[config.mk]
export PLATFORM = sky130hd
export DESIGN_NAME = xmem_fetch_ctrl
export DESIGN_NICKNAME = d
export VERILOG_FILES = /design/src/rtl/xmem_pkg.sv /design/src/rtl/xmem_region.sv /design/src/rtl/xmem_seq.sv /design/src/rtl/xmem_pins.sv /design/src/rtl/xmem_fetch_ctrl.sv
export SDC_FILE = /design/constraint.sdc
export NUM_CORES = 1
export LEC_CHECK = 0
export ABC_CLOCK_PERIOD_IN_PS = 1800
export BUFFER_PORTS_ARGS = -buffer_cell sky130_fd_sc_hd__buf_4
export CORE_ASPECT_RATIO = 0.7
export CORE_MARGIN = 8
export CORE_UTILIZATION = 40
export DETAILED_ROUTE_END_ITERATION = 10
export GPL_TIMING_DRIVEN = 0
export PLACE_DENSITY = 0.74
export RECOVER_POWER = 50
export SLEW_MARGIN = 5
export SYNTH_ARGS = -nofsm -noshare
export SYNTH_HDL_FRONTEND = slang
export SYNTH_SLANG_ARGS = --single-unit
[constraint.sdc]
create_clock -name clk -period 1.8 [get_ports clk]
set_input_delay 0.45 -clock clk [delete_from_list [all_inputs] [get_ports clk]]
set_output_delay 0.45 -clock clk [all_outputs]
set_load 0.02 [all_outputs]
[src/rtl/xmem_pkg.sv]
package xmem_pkg;
  typedef enum logic [2:0] {
    ST_IDLE = 3'd0,
    ST_INT  = 3'd1,
    ST_CALE = 3'd2,
    ST_CSTB = 3'd3,
    ST_DALE = 3'd4,
    ST_DRD  = 3'd5,
    ST_DWR  = 3'd6
  } xst_t;
endpackage

[src/rtl/xmem_region.sv]
module xmem_region #(
  parameter int ADDR_W     = 16,
  parameter int IROM_BYTES = 4096
) (
  input  logic [ADDR_W-1:0] addr,
  output logic              is_int
);
  localparam logic [ADDR_W:0] LIMIT = (ADDR_W+1)'(IROM_BYTES);

  always_comb begin
    is_int = ({1'b0, addr} < LIMIT);
  end
endmodule

[src/rtl/xmem_seq.sv]
module xmem_seq
  import xmem_pkg::*;
(
  input  logic clk,
  input  logic rst_n,
  input  logic fetch_req,
  input  logic data_req,
  input  logic data_we,
  input  logic is_int,
  output xst_t state_q,
  output xst_t state_d,
  output logic acc_fetch,
  output logic acc_data,
  output logic done
);
  logic we_q, we_d;

  always_comb begin
    state_d   = state_q;
    we_d      = we_q;
    acc_fetch = 1'b0;
    acc_data  = 1'b0;
    unique case (state_q)
      ST_IDLE: begin
        if (fetch_req) begin
          acc_fetch = 1'b1;
          state_d   = is_int ? ST_INT : ST_CALE;
        end else if (data_req) begin
          acc_data = 1'b1;
          we_d     = data_we;
          state_d  = ST_DALE;
        end
      end
      ST_CALE: state_d = ST_CSTB;
      ST_DALE: state_d = we_q ? ST_DWR : ST_DRD;
      ST_INT, ST_CSTB, ST_DRD, ST_DWR: state_d = ST_IDLE;
      default: state_d = ST_IDLE;
    endcase
  end

  always_comb begin
    done = (state_q == ST_INT) || (state_q == ST_CSTB) ||
           (state_q == ST_DRD) || (state_q == ST_DWR);
  end

  always_ff @(posedge clk or negedge rst_n) begin
    if (!rst_n) begin
      state_q <= ST_IDLE;
      we_q    <= 1'b0;
    end else begin
      state_q <= state_d;
      we_q    <= we_d;
    end
  end
endmodule

[src/rtl/xmem_pins.sv]
module xmem_pins
  import xmem_pkg::*;
#(
  parameter int ADDR_W = 16,
  parameter int DATA_W = 8
) (
  input  logic              clk,
  input  logic              rst_n,
  input  xst_t              state_d,
  input  logic [ADDR_W-1:0] addr_d,
  input  logic [DATA_W-1:0] wdata,
  output logic              ale,
  output logic              psen_n,
  output logic              rd_n,
  output logic              wr_n,
  output logic              cs_rom_n,
  output logic              cs_ram_n,
  output logic [ADDR_W-DATA_W-1:0] hi_addr,
  output logic [DATA_W-1:0] ad_out,
  output logic              ad_oe
);
  localparam int HI_W = ADDR_W - DATA_W;

  logic              ale_d, psen_d, rd_d, wr_d, csr_d, csm_d, oe_d;
  logic              hi_en, ad_en;
  logic [HI_W-1:0]   hi_d;
  logic [DATA_W-1:0] ad_d;

  always_comb begin
    ale_d  = (state_d == ST_CALE) || (state_d == ST_DALE);
    psen_d = (state_d != ST_CSTB);
    rd_d   = (state_d != ST_DRD);
    wr_d   = (state_d != ST_DWR);
    csr_d  = !((state_d == ST_CALE) || (state_d == ST_CSTB));
    csm_d  = !((state_d == ST_DALE) || (state_d == ST_DRD) || (state_d == ST_DWR));
    oe_d   = ale_d || (state_d == ST_DWR);
    hi_en  = ale_d;
    hi_d   = addr_d[ADDR_W-1:DATA_W];
    ad_en  = oe_d;
    ad_d   = ale_d ? addr_d[DATA_W-1:0] : wdata;
  end

  always_ff @(posedge clk or negedge rst_n) begin
    if (!rst_n) begin
      ale      <= 1'b0;
      psen_n   <= 1'b1;
      rd_n     <= 1'b1;
      wr_n     <= 1'b1;
      cs_rom_n <= 1'b1;
      cs_ram_n <= 1'b1;
      ad_oe    <= 1'b0;
    end else begin
      ale      <= ale_d;
      psen_n   <= psen_d;
      rd_n     <= rd_d;
      wr_n     <= wr_d;
      cs_rom_n <= csr_d;
      cs_ram_n <= csm_d;
      ad_oe    <= oe_d;
    end
  end

  always_ff @(posedge clk or negedge rst_n) begin
    if (!rst_n) begin
      hi_addr <= '0;
    end else if (hi_en) begin
      hi_addr <= hi_d;
    end
  end

  always_ff @(posedge clk or negedge rst_n) begin
    if (!rst_n) begin
      ad_out <= '0;
    end else if (ad_en) begin
      ad_out <= ad_d;
    end
  end
endmodule

[src/rtl/xmem_fetch_ctrl.sv]
module xmem_fetch_ctrl
  import xmem_pkg::*;
#(
  parameter int ADDR_W     = 16,
  parameter int DATA_W     = 8,
  parameter int IROM_BYTES = 4096,
  localparam int IROM_AW   = $clog2(IROM_BYTES),
  localparam int HI_W      = ADDR_W - DATA_W
) (
  input  logic               clk,
  input  logic               rst_n,
  input  logic               fetch_req,
  input  logic [ADDR_W-1:0]  fetch_pc,
  input  logic               data_req,
  input  logic               data_we,
  input  logic [ADDR_W-1:0]  data_ptr,
  input  logic [DATA_W-1:0]  data_wdata,
  output logic               busy,
  output logic               rsp_valid,
  output logic [DATA_W-1:0]  rsp_data,
  output logic [ADDR_W-1:0]  next_pc,
  output logic [IROM_AW-1:0] irom_addr,
  input  logic [DATA_W-1:0]  irom_rdata,
  output logic               ale,
  output logic               psen_n,
  output logic               rd_n,
  output logic               wr_n,
  output logic               cs_rom_n,
  output logic               cs_ram_n,
  output logic [HI_W-1:0]    hi_addr,
  output logic [DATA_W-1:0]  ad_out,
  output logic               ad_oe,
  input  logic [DATA_W-1:0]  ad_in
);
  localparam logic [ADDR_W-1:0] ONE = {{(ADDR_W-1){1'b0}}, 1'b1};

  xst_t              state_q, state_d;
  logic              acc_fetch, acc_data, done, is_int;
  logic [ADDR_W-1:0] addr_q, addr_d;
  logic [DATA_W-1:0] wdata_q, wdata_d;
  logic [DATA_W-1:0] cap_d;
  logic              cap_en, pc_en;

  xmem_region #(.ADDR_W(ADDR_W), .IROM_BYTES(IROM_BYTES)) u_region (
    .addr   (fetch_pc),
    .is_int (is_int)
  );

  xmem_seq u_seq (
    .clk       (clk),
    .rst_n     (rst_n),
    .fetch_req (fetch_req),
    .data_req  (data_req),
    .data_we   (data_we),
    .is_int    (is_int),
    .state_q   (state_q),
    .state_d   (state_d),
    .acc_fetch (acc_fetch),
    .acc_data  (acc_data),
    .done      (done)
  );

  always_comb begin
    if (acc_fetch)     addr_d = fetch_pc;
    else if (acc_data) addr_d = data_ptr;
    else               addr_d = addr_q;
    wdata_d = acc_data ? data_wdata : wdata_q;
    cap_en  = (state_q == ST_INT) || (state_q == ST_CSTB) || (state_q == ST_DRD);
    cap_d   = (state_q == ST_INT) ? irom_rdata : ad_in;
    pc_en   = (state_q == ST_INT) || (state_q == ST_CSTB);
  end

  always_ff @(posedge clk or negedge rst_n) begin
    if (!rst_n) begin
      addr_q  <= '0;
      wdata_q <= '0;
    end else begin
      addr_q  <= addr_d;
      wdata_q <= wdata_d;
    end
  end

  always_ff @(posedge clk or negedge rst_n) begin
    if (!rst_n) begin
      rsp_valid <= 1'b0;
    end else begin
      rsp_valid <= done;
    end
  end

  always_ff @(posedge clk or negedge rst_n) begin
    if (!rst_n) begin
      rsp_data <= '0;
    end else if (cap_en) begin
      rsp_data <= cap_d;
    end
  end

  always_ff @(posedge clk or negedge rst_n) begin
    if (!rst_n) begin
      next_pc <= '0;
    end else if (pc_en) begin
      next_pc <= addr_q + ONE;
    end
  end

  always_comb begin
    busy      = (state_q != ST_IDLE);
    irom_addr = addr_q[IROM_AW-1:0];
  end

  xmem_pins #(.ADDR_W(ADDR_W), .DATA_W(DATA_W)) u_pins (
    .clk      (clk),
    .rst_n    (rst_n),
    .state_d  (state_d),
    .addr_d   (addr_d),
    .wdata    (wdata_q),
    .ale      (ale),
    .psen_n   (psen_n),
    .rd_n     (rd_n),
    .wr_n     (wr_n),
    .cs_rom_n (cs_rom_n),
    .cs_ram_n (cs_ram_n),
    .hi_addr  (hi_addr),
    .ad_out   (ad_out),
    .ad_oe    (ad_oe)
  );
endmodule

==> metrics.yaml <==
outcome: "complete, but fails checks"
violations: "negative setup slack"
ir_worst_vdd_v: 0.0007697
ctsLongestPathBuffers: 2
vias: 3340
final_nets: 551
synth_xor_area_frac: 0.03315
first_iter_violations: 291
syn_avg_cell_area_um2: 10.66
yosys-top-cells-count: "dfrtp_1 (71), nand2_1 (25), mux2_2 (22)"
tightestPinTransition_ns: 1.029
finalCritPeriodShare: 1.048
antenna_found_initial: 0
synth_nets: 409
synth_mux_area_frac: 0.06969
fmax_mhz: 530.1
crit_type: "reg2reg"
cts_made_buffers: 9
gp_congestion: 0.7998
wl_per_cell_um: 18.71
crit_slowest_cell: "a222oi_1"
yosysTopAreaCellShare: 0.4804
seqCellArea_um2: 1911
hpwl_um: 8454
htreeDepth: 3
grt_pass1_wl_um: 17680
drcViolationCount: 0
critPathRequiredTime_ns: 1.99
arrival_ns: 2.08
crit_buf_inv: 0
clock_latency_ns: 0.33
hold_violations: 0
worst_setup_path_end_kind: "flip-flop"
worst_slack_ns: -0.08649
hold_class: "in2async"
fin_skew_ns: 0.007565
synth-edff-count: 0
io_buffer_count: 121
finalHoldWorstSlack_ns: 0.3364
insertedDiodeCount: 0
routed_via_density: 5.405
io-pin-count: 122
p_leak_nw: 2.424
crit_family: "compound AO/OA/AOI/OAI gates"
netlist_area_um2: 3699
drt-total-wl_um: 11560
yosysMostFrequentCell: "dfrtp_1"
crit_path_cell_trace: "o21a_4 > a211o_4 > a222oi_1 > o31ai_4"
pwr_density_cell_nw_per_um2: 2026
maxCapViolations: 0
clockRootBuffer: "clkbuf_16"
critPathMaxStageDelay_ns: 0.57
synth_compound_area_frac: 0.1962
drtAntennaViolNets: 0
grt_max_degree: 77
fp.dieH_um: 96.45
synth.area.top_cells: "dfrtp_1 (48%), mux2_2 (6.7%), a22o_1 (3.8%)"
grt-ovfl-total: 0
cts_hold_buf: 0
n_fill_cell: 783
synth_cell_types: 46
synth_top_family_by_area: "compound AO/OA/AOI/OAI gates"
synthFlopType: "dfrtp_1"
multi_input_area_um2: 1650
cts_tree: "done"
cp_max_fo: 8
die-area_um2: 12630
grt_pass1_vias: 3534
yosysWarnings: 0
syn_inst: 347
design.core.area_um2: 9035
area_delta_synth_final_pct: 43.91
post-route-min-period_ns: 1.886
rsz0062_at_grt: "true"
synth-simple-area-share: 0.1147
async_flop_share: 1.000
clk_pin_slew_ns: 0.06
synth_top_area_cell: "dfrtp_1"
grt_usage: 0.1813
worstSetupStartpointType: "flip-flop"
synth_seq_cells: 76
rows: 29
synth_fa_ha_area_frac: 0.003383
drive_above_1_share: 0.4555
relSlewSlack: 0.3138
initial_utilization: 0.4094
slew_violations: 0
power_mw: 10.78
cts_sinks: 76
first_pass_iters: 7
ys_seq_area_frac: 0.5159
die_x_um: 130.9
setup_violations: 5
-- layer usage --
layer,routed length (um),global-route usage,vias up
li1,-,-,1561
met1,4852,0.2290,1632
met2,5632,0.3027,135
met3,968,0.05537,12
met4,107,0.03996,0
met5,0,0,-
-- layout make-up --
class                      count  share of cell area
timing repair buffer         134              0.1921
inverter                      11            0.007757
sequential                    76              0.3590
clock buffer                  11             0.04560
clock inverter                 5             0.01410
buffer                        33             0.04231
multi-input combinational    224              0.3101
tap                          124             0.02915
-- repair_timing --
action | in CTS | in global routing
pin swaps | 5 | 9
gates cloned | 0 | 0
endpoints found under the setup margin | 9 | 21
setup buffers | 4 | 9
endpoints found under the hold margin | 0 | 0
gates resized for setup | 14 | 23
-- state kept, by name, indices dropped and copies added (netlist names), 3 cells and up --
register and flops:
u_pins.hi_addr 8, u_seq.state_q 3, wdata_q 8, u_pins.ad_out 8, addr_q 16, rsp_data 8
next_pc 16
-- kinds of logic after synthesis --
family	count (synthesis)
simple gates	85
compound gates	101
buf+inv	47
xor+xnor	14
mux	23
flops	76
fa+ha+maj	1
-- per-stage QoR --
stage	worst slack [ns]	instance area (um2)	std cells	utilization	setup TNS, ns
finish	-0.08649	5323	618	0.5891	-0.1499
global route	-0.1080	5323	618	0.5891	-0.4733
CTS	-0.02862	5154	611	0.5704	-0.03460
detailed placement	-0.3298	4762	592	0.5271	-3.091
global placement	-0.2731	4762	592	0.5271	-2.686
floorplan	0.1402	3699	347	-	0
-- power by group --
group	switching (mW)	internal [mW]	leakage [nW]
Sequential	0.663	2.55	0.917
Clock	0.661	1.24	0.159
Combinational	3.06	2.60	1.35
-- final timing paths --
| path | slack [ns] | cells past startpoint | to | start |
|---|---|---|---|---|
| hold reg to reg | 0.47 | 2 | next_pc[15]$_DFFE_PN0P_ | next_pc[15]$_DFFE_PN0P_ |
| hold / removal | 0.34 | 1 | next_pc[4]$_DFFE_PN0P_ | rst_n |
| setup reg to reg | -0.09 | 4 | u_pins.ad_out[4]$_DFFE_PN0P_ | u_seq.state_q[1]$_DFF_PN0_ |
| min in group clk | 0.36 | 2 | wdata_q[6]$_DFFE_PN0P_ | data_wdata[6] |
| max in group asynchronous | 0.75 | 1 | u_seq.state_q[1]$_DFF_PN0_ | rst_n |
| setup / recovery | -0.09 | 4 | u_pins.ad_out[4]$_DFFE_PN0P_ | u_seq.state_q[1]$_DFF_PN0_ |
-- cells in the final DEF, fill, tap and decap left out, types with 6 or more instances in the layout --
cell type,n
nand2_1,25
mux2_2,22
dfrtp_1,69
buf_2,6
inv_1,8
o22ai_1,17
a22oi_1,8
a22o_1,16
clkbuf_16,9
o21ai_0,14
nor3_1,12
xnor2_1,12
nor2_1,13
buf_6,7
nand3_1,14
a222oi_1,10
buf_4,143
a21oi_1,9
(Power assumes the default switching activity.)
